===== src/rtl/cmdl_pkg.sv =====
package cmdl_pkg;

  localparam logic [2:0] MEMTYPE_DDR2 = 3'b011;
  localparam logic [2:0] MEMTYPE_DDR3 = 3'b111;

  // Number of clocks a command occupies the pins for the chosen timing mode.
  function automatic logic [1:0] launch_span(input logic t2, input logic t3);
    if (t3)      return 2'd3;
    else if (t2) return 2'd2;
    else         return 2'd1;
  endfunction

  // Cross-field legality of the timing, width, burst and memory-type settings.
  function automatic logic cfg_is_legal(input logic t2, input logic t3,
                                        input logic bus32, input logic burst8,
                                        input logic [2:0] memtype);
    logic ok;
    ok = 1'b1;
    if (t2 && t3) ok = 1'b0;
    if ((t2 || t3) && bus32 && !burst8) ok = 1'b0;
    if (memtype == MEMTYPE_DDR2 && burst8) ok = 1'b0;
    if (memtype == MEMTYPE_DDR3 && (bus32 != burst8)) ok = 1'b0;
    return ok;
  endfunction

endpackage


===== src/rtl/cmdl_cfg_check.sv =====
module cmdl_cfg_check
  import cmdl_pkg::*;
(
  input  logic       clk,
  input  logic       rst_n,
  input  logic       t2,
  input  logic       t3,
  input  logic       bus32,
  input  logic       burst8,
  input  logic [2:0] memtype,
  output logic       cfg_ok,
  output logic [1:0] span,
  output logic       cfg_error
);

  logic err_q;

  assign cfg_ok    = cfg_is_legal(t2, t3, bus32, burst8, memtype);
  assign span      = launch_span(t2, t3);
  assign cfg_error = err_q;

  always_ff @(posedge clk) begin
    if (!rst_n)       err_q <= 1'b0;
    else if (!cfg_ok) err_q <= 1'b1;
  end

endmodule


===== src/rtl/cmdl_window_ctrl.sv =====
module cmdl_window_ctrl (
  input  logic       clk,
  input  logic       rst_n,
  input  logic       cmd_valid,
  input  logic       cfg_ok,
  input  logic [1:0] span,
  output logic       cmd_ready,
  output logic       accept,
  output logic       win_active,
  output logic       win_last,
  output logic       cs_fire_next
);

  logic       active_q;
  logic [1:0] remain_q;

  assign win_active = active_q;
  assign win_last   = active_q && (remain_q == 2'd0);
  assign cmd_ready  = cfg_ok && (!active_q || win_last);
  assign accept     = cmd_valid && cmd_ready;

  // Chip select strobes in the clock that will be the window's last one.
  assign cs_fire_next = (accept && span == 2'd1) ||
                        (active_q && remain_q == 2'd1);

  always_ff @(posedge clk) begin
    if (!rst_n) begin
      active_q <= 1'b0;
      remain_q <= 2'd0;
    end else if (accept) begin
      active_q <= 1'b1;
      remain_q <= span - 2'd1;
    end else if (win_last) begin
      active_q <= 1'b0;
    end else if (active_q) begin
      remain_q <= remain_q - 2'd1;
    end
  end

endmodule


===== src/rtl/cmdl_pin_drive.sv =====
module cmdl_pin_drive #(
  parameter int          OPW     = 3,
  parameter int          AW      = 14,
  parameter int          BAW     = 3,
  parameter int          NCS     = 2,
  parameter int          CSIW    = 1,
  parameter logic [OPW-1:0] IDLE_OP = '1
) (
  input  logic            clk,
  input  logic            rst_n,
  input  logic            accept,
  input  logic            win_last,
  input  logic            cs_fire_next,
  input  logic [OPW-1:0]  cmd_op,
  input  logic [AW-1:0]   cmd_addr,
  input  logic [BAW-1:0]  cmd_bank,
  input  logic [CSIW-1:0] cmd_cs,
  output logic [OPW-1:0]  dram_cmd,
  output logic [AW-1:0]   dram_addr,
  output logic [BAW-1:0]  dram_ba,
  output logic [NCS-1:0]  dram_cs_n
);

  logic [CSIW-1:0] cs_idx_q;
  logic [CSIW-1:0] cs_sel;
  logic [NCS-1:0]  cs_dec;

  assign cs_sel = accept ? cmd_cs : cs_idx_q;

  for (genvar g = 0; g < NCS; g++) begin : g_cs_dec
    assign cs_dec[g] = (cs_sel == CSIW'(g));
  end

  always_ff @(posedge clk) begin
    if (!rst_n) begin
      dram_cmd  <= IDLE_OP;
      dram_addr <= '0;
      dram_ba   <= '0;
      dram_cs_n <= '1;
      cs_idx_q  <= '0;
    end else begin
      if (accept) begin
        dram_cmd  <= cmd_op;
        dram_addr <= cmd_addr;
        dram_ba   <= cmd_bank;
        cs_idx_q  <= cmd_cs;
      end else if (win_last) begin
        dram_cmd  <= IDLE_OP;
      end
      dram_cs_n <= cs_fire_next ? ~cs_dec : '1;
    end
  end

endmodule


===== src/rtl/dram_cmd_launch.sv =====
module dram_cmd_launch #(
  parameter int OPW  = 3,
  parameter int AW   = 14,
  parameter int BAW  = 3,
  parameter int NCS  = 2,
  localparam int CSIW = (NCS > 1) ? $clog2(NCS) : 1
) (
  input  logic            clk,
  input  logic            rst_n,
  input  logic            cfg_t2,
  input  logic            cfg_t3,
  input  logic            cfg_bus32,
  input  logic            cfg_burst8,
  input  logic [2:0]      cfg_memtype,
  input  logic            cmd_valid,
  output logic            cmd_ready,
  input  logic [OPW-1:0]  cmd_op,
  input  logic [AW-1:0]   cmd_addr,
  input  logic [BAW-1:0]  cmd_bank,
  input  logic [CSIW-1:0] cmd_cs,
  output logic [OPW-1:0]  dram_cmd,
  output logic [AW-1:0]   dram_addr,
  output logic [BAW-1:0]  dram_ba,
  output logic [NCS-1:0]  dram_cs_n,
  output logic            cfg_error
);

  localparam logic [OPW-1:0] IDLE_OP = '1;

  logic       cfg_ok;
  logic [1:0] span;
  logic       accept;
  logic       win_active;
  logic       win_last;
  logic       cs_fire_next;

  cmdl_cfg_check u_cfg (
    .clk       (clk),
    .rst_n     (rst_n),
    .t2        (cfg_t2),
    .t3        (cfg_t3),
    .bus32     (cfg_bus32),
    .burst8    (cfg_burst8),
    .memtype   (cfg_memtype),
    .cfg_ok    (cfg_ok),
    .span      (span),
    .cfg_error (cfg_error)
  );

  cmdl_window_ctrl u_win (
    .clk          (clk),
    .rst_n        (rst_n),
    .cmd_valid    (cmd_valid),
    .cfg_ok       (cfg_ok),
    .span         (span),
    .cmd_ready    (cmd_ready),
    .accept       (accept),
    .win_active   (win_active),
    .win_last     (win_last),
    .cs_fire_next (cs_fire_next)
  );

  cmdl_pin_drive #(
    .OPW     (OPW),
    .AW      (AW),
    .BAW     (BAW),
    .NCS     (NCS),
    .CSIW    (CSIW),
    .IDLE_OP (IDLE_OP)
  ) u_pins (
    .clk          (clk),
    .rst_n        (rst_n),
    .accept       (accept),
    .win_last     (win_last),
    .cs_fire_next (cs_fire_next),
    .cmd_op       (cmd_op),
    .cmd_addr     (cmd_addr),
    .cmd_bank     (cmd_bank),
    .cmd_cs       (cmd_cs),
    .dram_cmd     (dram_cmd),
    .dram_addr    (dram_addr),
    .dram_ba      (dram_ba),
    .dram_cs_n    (dram_cs_n)
  );

endmodule


===== config.mk =====
export PLATFORM = sky130hd
export DESIGN_NAME = dram_cmd_launch
export DESIGN_NICKNAME = d
export VERILOG_FILES = /design/src/rtl/cmdl_pkg.sv /design/src/rtl/cmdl_cfg_check.sv /design/src/rtl/cmdl_window_ctrl.sv /design/src/rtl/cmdl_pin_drive.sv /design/src/rtl/dram_cmd_launch.sv
export SDC_FILE = /design/constraint.sdc
export NUM_CORES = 1
export LEC_CHECK = 0
export CORE_MARGIN = 1
export CORE_UTILIZATION = 42
export CTS_BUF_LIST = sky130_fd_sc_hd__clkbuf_4
export DETAILED_ROUTE_END_ITERATION = 16
export GPL_TIMING_DRIVEN = 1
export PLACE_DENSITY = 0.83
export SLEW_MARGIN = 20
export SYNTH_ARGS = -nofsm -noshare
export SYNTH_HDL_FRONTEND = slang
export SYNTH_HIERARCHICAL = 1
export SYNTH_SLANG_ARGS = --single-unit

===== constraint.sdc =====
create_clock -name clk -period 2.5 [get_ports clk]
set_input_delay 0.5 -clock clk [delete_from_list [all_inputs] [get_ports clk]]
set_output_delay 0.5 -clock clk [all_outputs]
set_load 0.01 [all_outputs]

==> After elaboration in Yosys (flattened, before gate mapping) <==
Cells that the tools add are included.
{ "word_totals": {"mem_count": 0, "latch_bits": 0, "romBits": 0, "ram_bits": 0, "word_cells": 52, "in_bits": 31, "register_bits": 27} }
{ "op_classes": {"div_mod_pow": 0, "addsub": 2, "mul": 0, "magnitude_cmp": 0, "eq_ne": 6, "muxes": 14, "n_shift": 0, "bitwise_logic": 2, "reduce_logical": 20} }
{ "op_table": {"columns": ["cell", "n"], "rows": [
  ["logical AND 1 bit", 10],
  ["two-way mux 2 bit", 5],
  ["two-way mux 1 bit", 7],
  ["two-way mux 3 bit", 2],
  ["== test 2 x 1 -> 1 bit, second input constant", 2],
  ["AND reduction 2 bit", 2],
  ["nonzero test 2 bit", 2],
  ["subtractor 2 x 1 -> 2 bit, second input constant", 2],
  ["== test 3 x 2 -> 1 bit, second input constant", 1],
  ["== test 3 bit, second input constant", 1],
  ["logical OR 1 bit", 3],
  ["zero test 1 bit", 2],
  ["zero test 2 bit", 1],
  ["!= test 2 x 1 -> 1 bit, second input constant", 1],
  ["NOT 2 bit", 1],
  ["!= test 1 bit", 1],
  ["NOT 1 bit", 1]
]} }

==> Logic depth before layout (Yosys ltp) <==
Gate-level depths: netlist of the first run.
{ "logic_depth": {"word_depth": 11, "mapped_depth": 9, "depth_no_buf": 7} }

==> Modules after synthesis <==
Netlist of the first run, hierarchy kept.
{ "by_module_without_submodules": {"columns": ["mod", "seq_area_each_um2", "n_inst", "area_per_inst_um2", "cells_each"], "rows": [
  ["cmdl_pin_drive", 460.4, 1, 857.1, 73],
  ["cmdl_window_ctrl", 60.1, 1, 217.7, 24],
  ["cmdl_cfg_check", 20.0, 1, 96.3, 11]
]} }

==> Worst setup path before layout of the first run <==
OpenSTA, ideal clock, no wires.
{ "synth_timing": {"kind": "in2reg", "start": "input port cfg_bus32", "end": "register u_pins.dram_addr[0]", "stages": 9, "setup_ns": 0.116, "arrival_time_ns": 1.807, "n_path_buf": 2, "t_required_ns": 2.384, "path_slack_ns": 0.577, "cell_sequence": "nor2b_4 > maj3_2 > nor2_1 > nand2_2 > nor2_1 > buf_6 > buf_6 > mux2i_1 > nor2b_1"} }
{ "synth_between": {"elab_chain_len": 7} }
{ "synth_lines": {"columns": ["item", "line_no", "rtl"], "rows": [
  ["start, declared", "dram_cmd_launch.sv:12", "input logic cfg_bus32,"],
  ["logical AND 1 bit (2 in series)", "cmdl_pkg.sv:20", "if ((t2 || t3) && bus32 && !burst8) ok = 1'b0;"],
  ["two-way mux 1 bit", "cmdl_pkg.sv:20", null],
  ["two-way mux 1 bit", "cmdl_pkg.sv:21", "if (memtype == MEMTYPE_DDR2 && burst8) ok = 1'b0;"],
  ["two-way mux 1 bit *", "cmdl_pkg.sv:22", "if (memtype == MEMTYPE_DDR3 && (bus32 != burst8)) ok = 1'b0;"],
  ["net cfg_ok", "dram_cmd_launch.sv:30", "logic cfg_ok;"],
  ["logical AND 1 bit *", "cmdl_window_ctrl.sv:19", "assign cmd_ready = cfg_ok && (!active_q || win_last);"],
  ["logical AND 1 bit *", "cmdl_window_ctrl.sv:20", "assign accept = cmd_valid && cmd_ready;"],
  ["net accept", "dram_cmd_launch.sv:32", "logic accept;"],
  ["end signal, assigned", "cmdl_pin_drive.sv:44", "dram_addr <= cmd_addr;"],
  ["end, declared", "cmdl_pin_drive.sv:19", "output logic [AW-1:0] dram_addr,"]
]} }
The timed path passes the listed nets; every way through them passes the cells marked *.
A chain may end at the register's enable or synchronous reset.

==> Final worst setup path of the first run <==
{ "layout_timing": {"start": "input port cfg_burst8", "end": "output port cmd_ready"} }
{ "layout_between": {"elab_chain_len": 6} }
{ "layout_lines": {"columns": ["item", "line_no", "rtl"], "rows": [
  ["start, declared", "dram_cmd_launch.sv:13", "input logic cfg_burst8,"],
  ["zero test 1 bit", "cmdl_pkg.sv:20", null],
  ["logical AND 1 bit", "cmdl_pkg.sv:20", null],
  ["two-way mux 1 bit", "cmdl_pkg.sv:20", null],
  ["two-way mux 1 bit", "cmdl_pkg.sv:21", null],
  ["two-way mux 1 bit *", "cmdl_pkg.sv:22", null],
  ["net cfg_ok", "dram_cmd_launch.sv:30", null],
  ["logical AND 1 bit *", "cmdl_window_ctrl.sv:19", null],
  ["end, declared", "dram_cmd_launch.sv:16", "output logic cmd_ready,"]
]} }
Marked as above.

==> impl_metrics.tcl, run 1 <==
set metrics [dict create \
    outcome "finished, final reports clean" \
    powerDensity_mw_per_mm2 489.5 \
    synthArstFlopShare 0 \
    syn_to_final_growth_pct 55.45 \
    clkPwrFrac 0.211 \
    grt_pass1_vias 998 \
    routed_wl_um 2649 \
    fin_area_mm2 0.001821 \
    synth_ff_type "dfxtp_1" \
    maxSlewViolCount 0 \
    yosysTopAreaCell "dfxtp_1" \
    placed_area_mm2 0.001787 \
    dp_slack_ns -0.2506 \
    clk_pin_slew_ns 0.14 \
    cp_max_fo 3 \
    fin_setup_tns_ns 0 \
    cts_tree "built" \
    relSlewSlack 0.8197 \
    dp_hpwl_um 2023 \
    max_freq_mhz 408.2 \
    core_region_area_mm2 0.002545 \
    clock_sinks 27 \
    antenna_found_initial 0 \
    switchingPower_mw 0.2271 \
    synth_seq_area_share 0.4615 \
    grt_usage 0.1978 \
    seq_power_share 0.529 \
    p_int_mw 0.6641 \
    busiest_layer "met2" \
    final_util 0.7153 \
    final_cell_mix "53 x clkdlybuf4s50_1, 27 x dfxtp_1, 20 x nor2b_1" \
    synth_nets 142 \
    routed_via_density 4.905 \
    postCtsSetupBuffers 0 \
    avgRoutedWirePerCell_um 13.25 \
    grt_max_degree 22 \
    die-area_mm2 0.003004 \
    start_util 0.4602 \
    port_buffers 54 \
    syn_inst 108 \
    final-hold-violation-count 0 \
    min_period_ns 2.450 \
    yosys.area.top_type_share 0.4615 \
    arrival_ns 1.95 \
    ff_latch_area_um2 540.5 \
    fillers 201 \
    met2_usage 0.4056 \
    drc_errors 0 \
    globalplace.congestion 0.7895 \
    ir_worst_vdd_uv 457.8 \
    nets 205 \
    dr_total_vias 981 \
    p_sw_frac 0.2548 \
    leakage_nw 0.7180 \
    use_met3 0.04722 \
    grt_pass1_wl_um 4140 \
    io_pins 55 \
    final_common_cell "clkdlybuf4s50_1" \
    critPathCaptureType "primary output" \
    gr-total-overflow 0 \
    numCtsBuffers 3 \
    hold_path_class "register to register" \
    total_power_mw 0.8912 \
    worst_slack_ns 0.05036 \
    synth_edf_count 0 \
    cts.htree.levels 1 \
    combPwrFrac 0.259 \
    root_buffer "clkbuf_4" \
    cp.required_ns 2.00 \
    drive_gt1_frac 0.1412 \
    synth_area_mm2 0.001171 \
    clock_skew_ns 0.0009620 \
    setup-violations-final 0 \
    ant_nets 0 \
    first_pass_iters 4 \
    fp.dieH_um 54.81 \
    clockBufferDepth 2 \
    drt_iter0_drc 7 \
    ys_warn_count 6 \
    use_met1 0.1852 \
    avgSynthCellArea_um2 10.84 \
    synth_top_cells_by_area "dfxtp_1 46%, mux2i_1 15%, nor2b_1 11%" \
    cap_violations 0 \
    cp-start-kind "input port" \
    antenna_cells 0 \
    tightest_slew_ns 0.2629 \
    std_cell_rows 18 \
    criticalPathCategory "input port to primary output" \
    ys_ff_latch 27 \
    multiInputGateArea_um2 583.1 \
    period_share 0.9799 \
    die_x_um 54.81 \
    clkLatencyLatePin_ns 0.32 \
    ys_types 30 \
]
-- layout make-up --
cell class                 count  area share
clock buffer                   3     0.01237
inverter                       3    0.006186
tap                           30     0.02062
timing repair buffer          63      0.3409
multi-input combinational     73      0.3203
sequential                    27      0.2969
clock inverter                 1    0.002749
-- per-stage QoR --
stage               hold WS (ns)  cells
finish                    0.5165    200
global route              0.5305    200
detailed placement        0.4857    196
floorplan                 0.4661    108
CTS                       0.5190    200
global placement          0.4813    196
-- cell families after synthesis --
family / share of synthesized area
AO/OA/AOI/OAI: 0.07586
adder cells (fa/ha/maj): 0.04167
buffers and inverters: 0.04807
flip-flops: 0.4615
multiplexers: 0.1667
AND/OR/NAND/NOR: 0.2062
-- power by group through the flow --
stage / clock, mW / sequential (mW) / combinational [mW]
after floorplan: 0 / 0.490 / 0.0971
after global placement: 0 / 0.479 / 0.224
after detailed placement: 0 / 0.481 / 0.231
after CTS: 0.197 / 0.472 / 0.231
after global routing: 0.213 / 0.475 / 0.251
final: 0.188 / 0.472 / 0.231
-- Yosys cell counts, drive strengths merged (2+ instances only) --
cell type / number
buf: 3
clkbuf: 2
inv: 3
a21oi: 2
dfxtp: 27
nor2: 3
mux2i: 18
o32a: 2
nand3b: 2
o21ai: 2
nor2b: 22
ha: 3
nand2b: 2
nand2: 4
-- registers in the layout (all words and copies together), names as in the netlist --
signal / flops
u_pins/dram_cs_n: 2
u_pins/dram_addr: 14
u_pins/dram_cmd: 3
u_pins/dram_ba: 3
u_win/win_active: 1
u_cfg/cfg_error: 1
u_win/remain_q: 2
u_pins/cs_idx_q: 1
-- per-layer routing --
layer / wire, um / part of all wire / vias to the layer above
met5: 0 / 0 / -
met4: 0 / 0 / 0
met3: 144 / 0.054 / 0
met2: 1509 / 0.57 / 29
met1: 996 / 0.38 / 460
li1: - / - / 492
-- what timing repair did --
action | in CTS | in global routing
resized for setup | 1 | 3
pin swaps | 0 | 0
hold buffers | 0 | 0
endpoints found under the setup margin | 1 | 1
-- path summary, 6_finish.rpt --
path / startpoint / to / slack, ns / cells past startpoint
worst max-delay path: cfg_burst8 / cmd_ready / 0.05 / 6
worst min-delay path: u_cfg/cfg_error / u_cfg/cfg_error / 0.52 / 1
worst max register to register: u_win/remain_q[0] / u_pins/dram_cmd[2] / 0.82 / 6
worst min register to register: u_cfg/cfg_error / u_cfg/cfg_error / 0.52 / 1
-- critical path, cell delays in order --
cell             delay [ns]
clkdlybuf4s50_1        0.53
nor2b_4                0.05
maj3_2                 0.32
nor2_1                 0.13
nor2b_2                0.17
clkdlybuf4s15_1        0.24
Power figures use the tool's default switching activity.
==> run 2, diff against run 1 <==
CTS_CLUSTER_DIAMETER = 100   (was default)
==> results of run 2 <==
No change in the layout: final DEF, timing and power equal those of run 1.
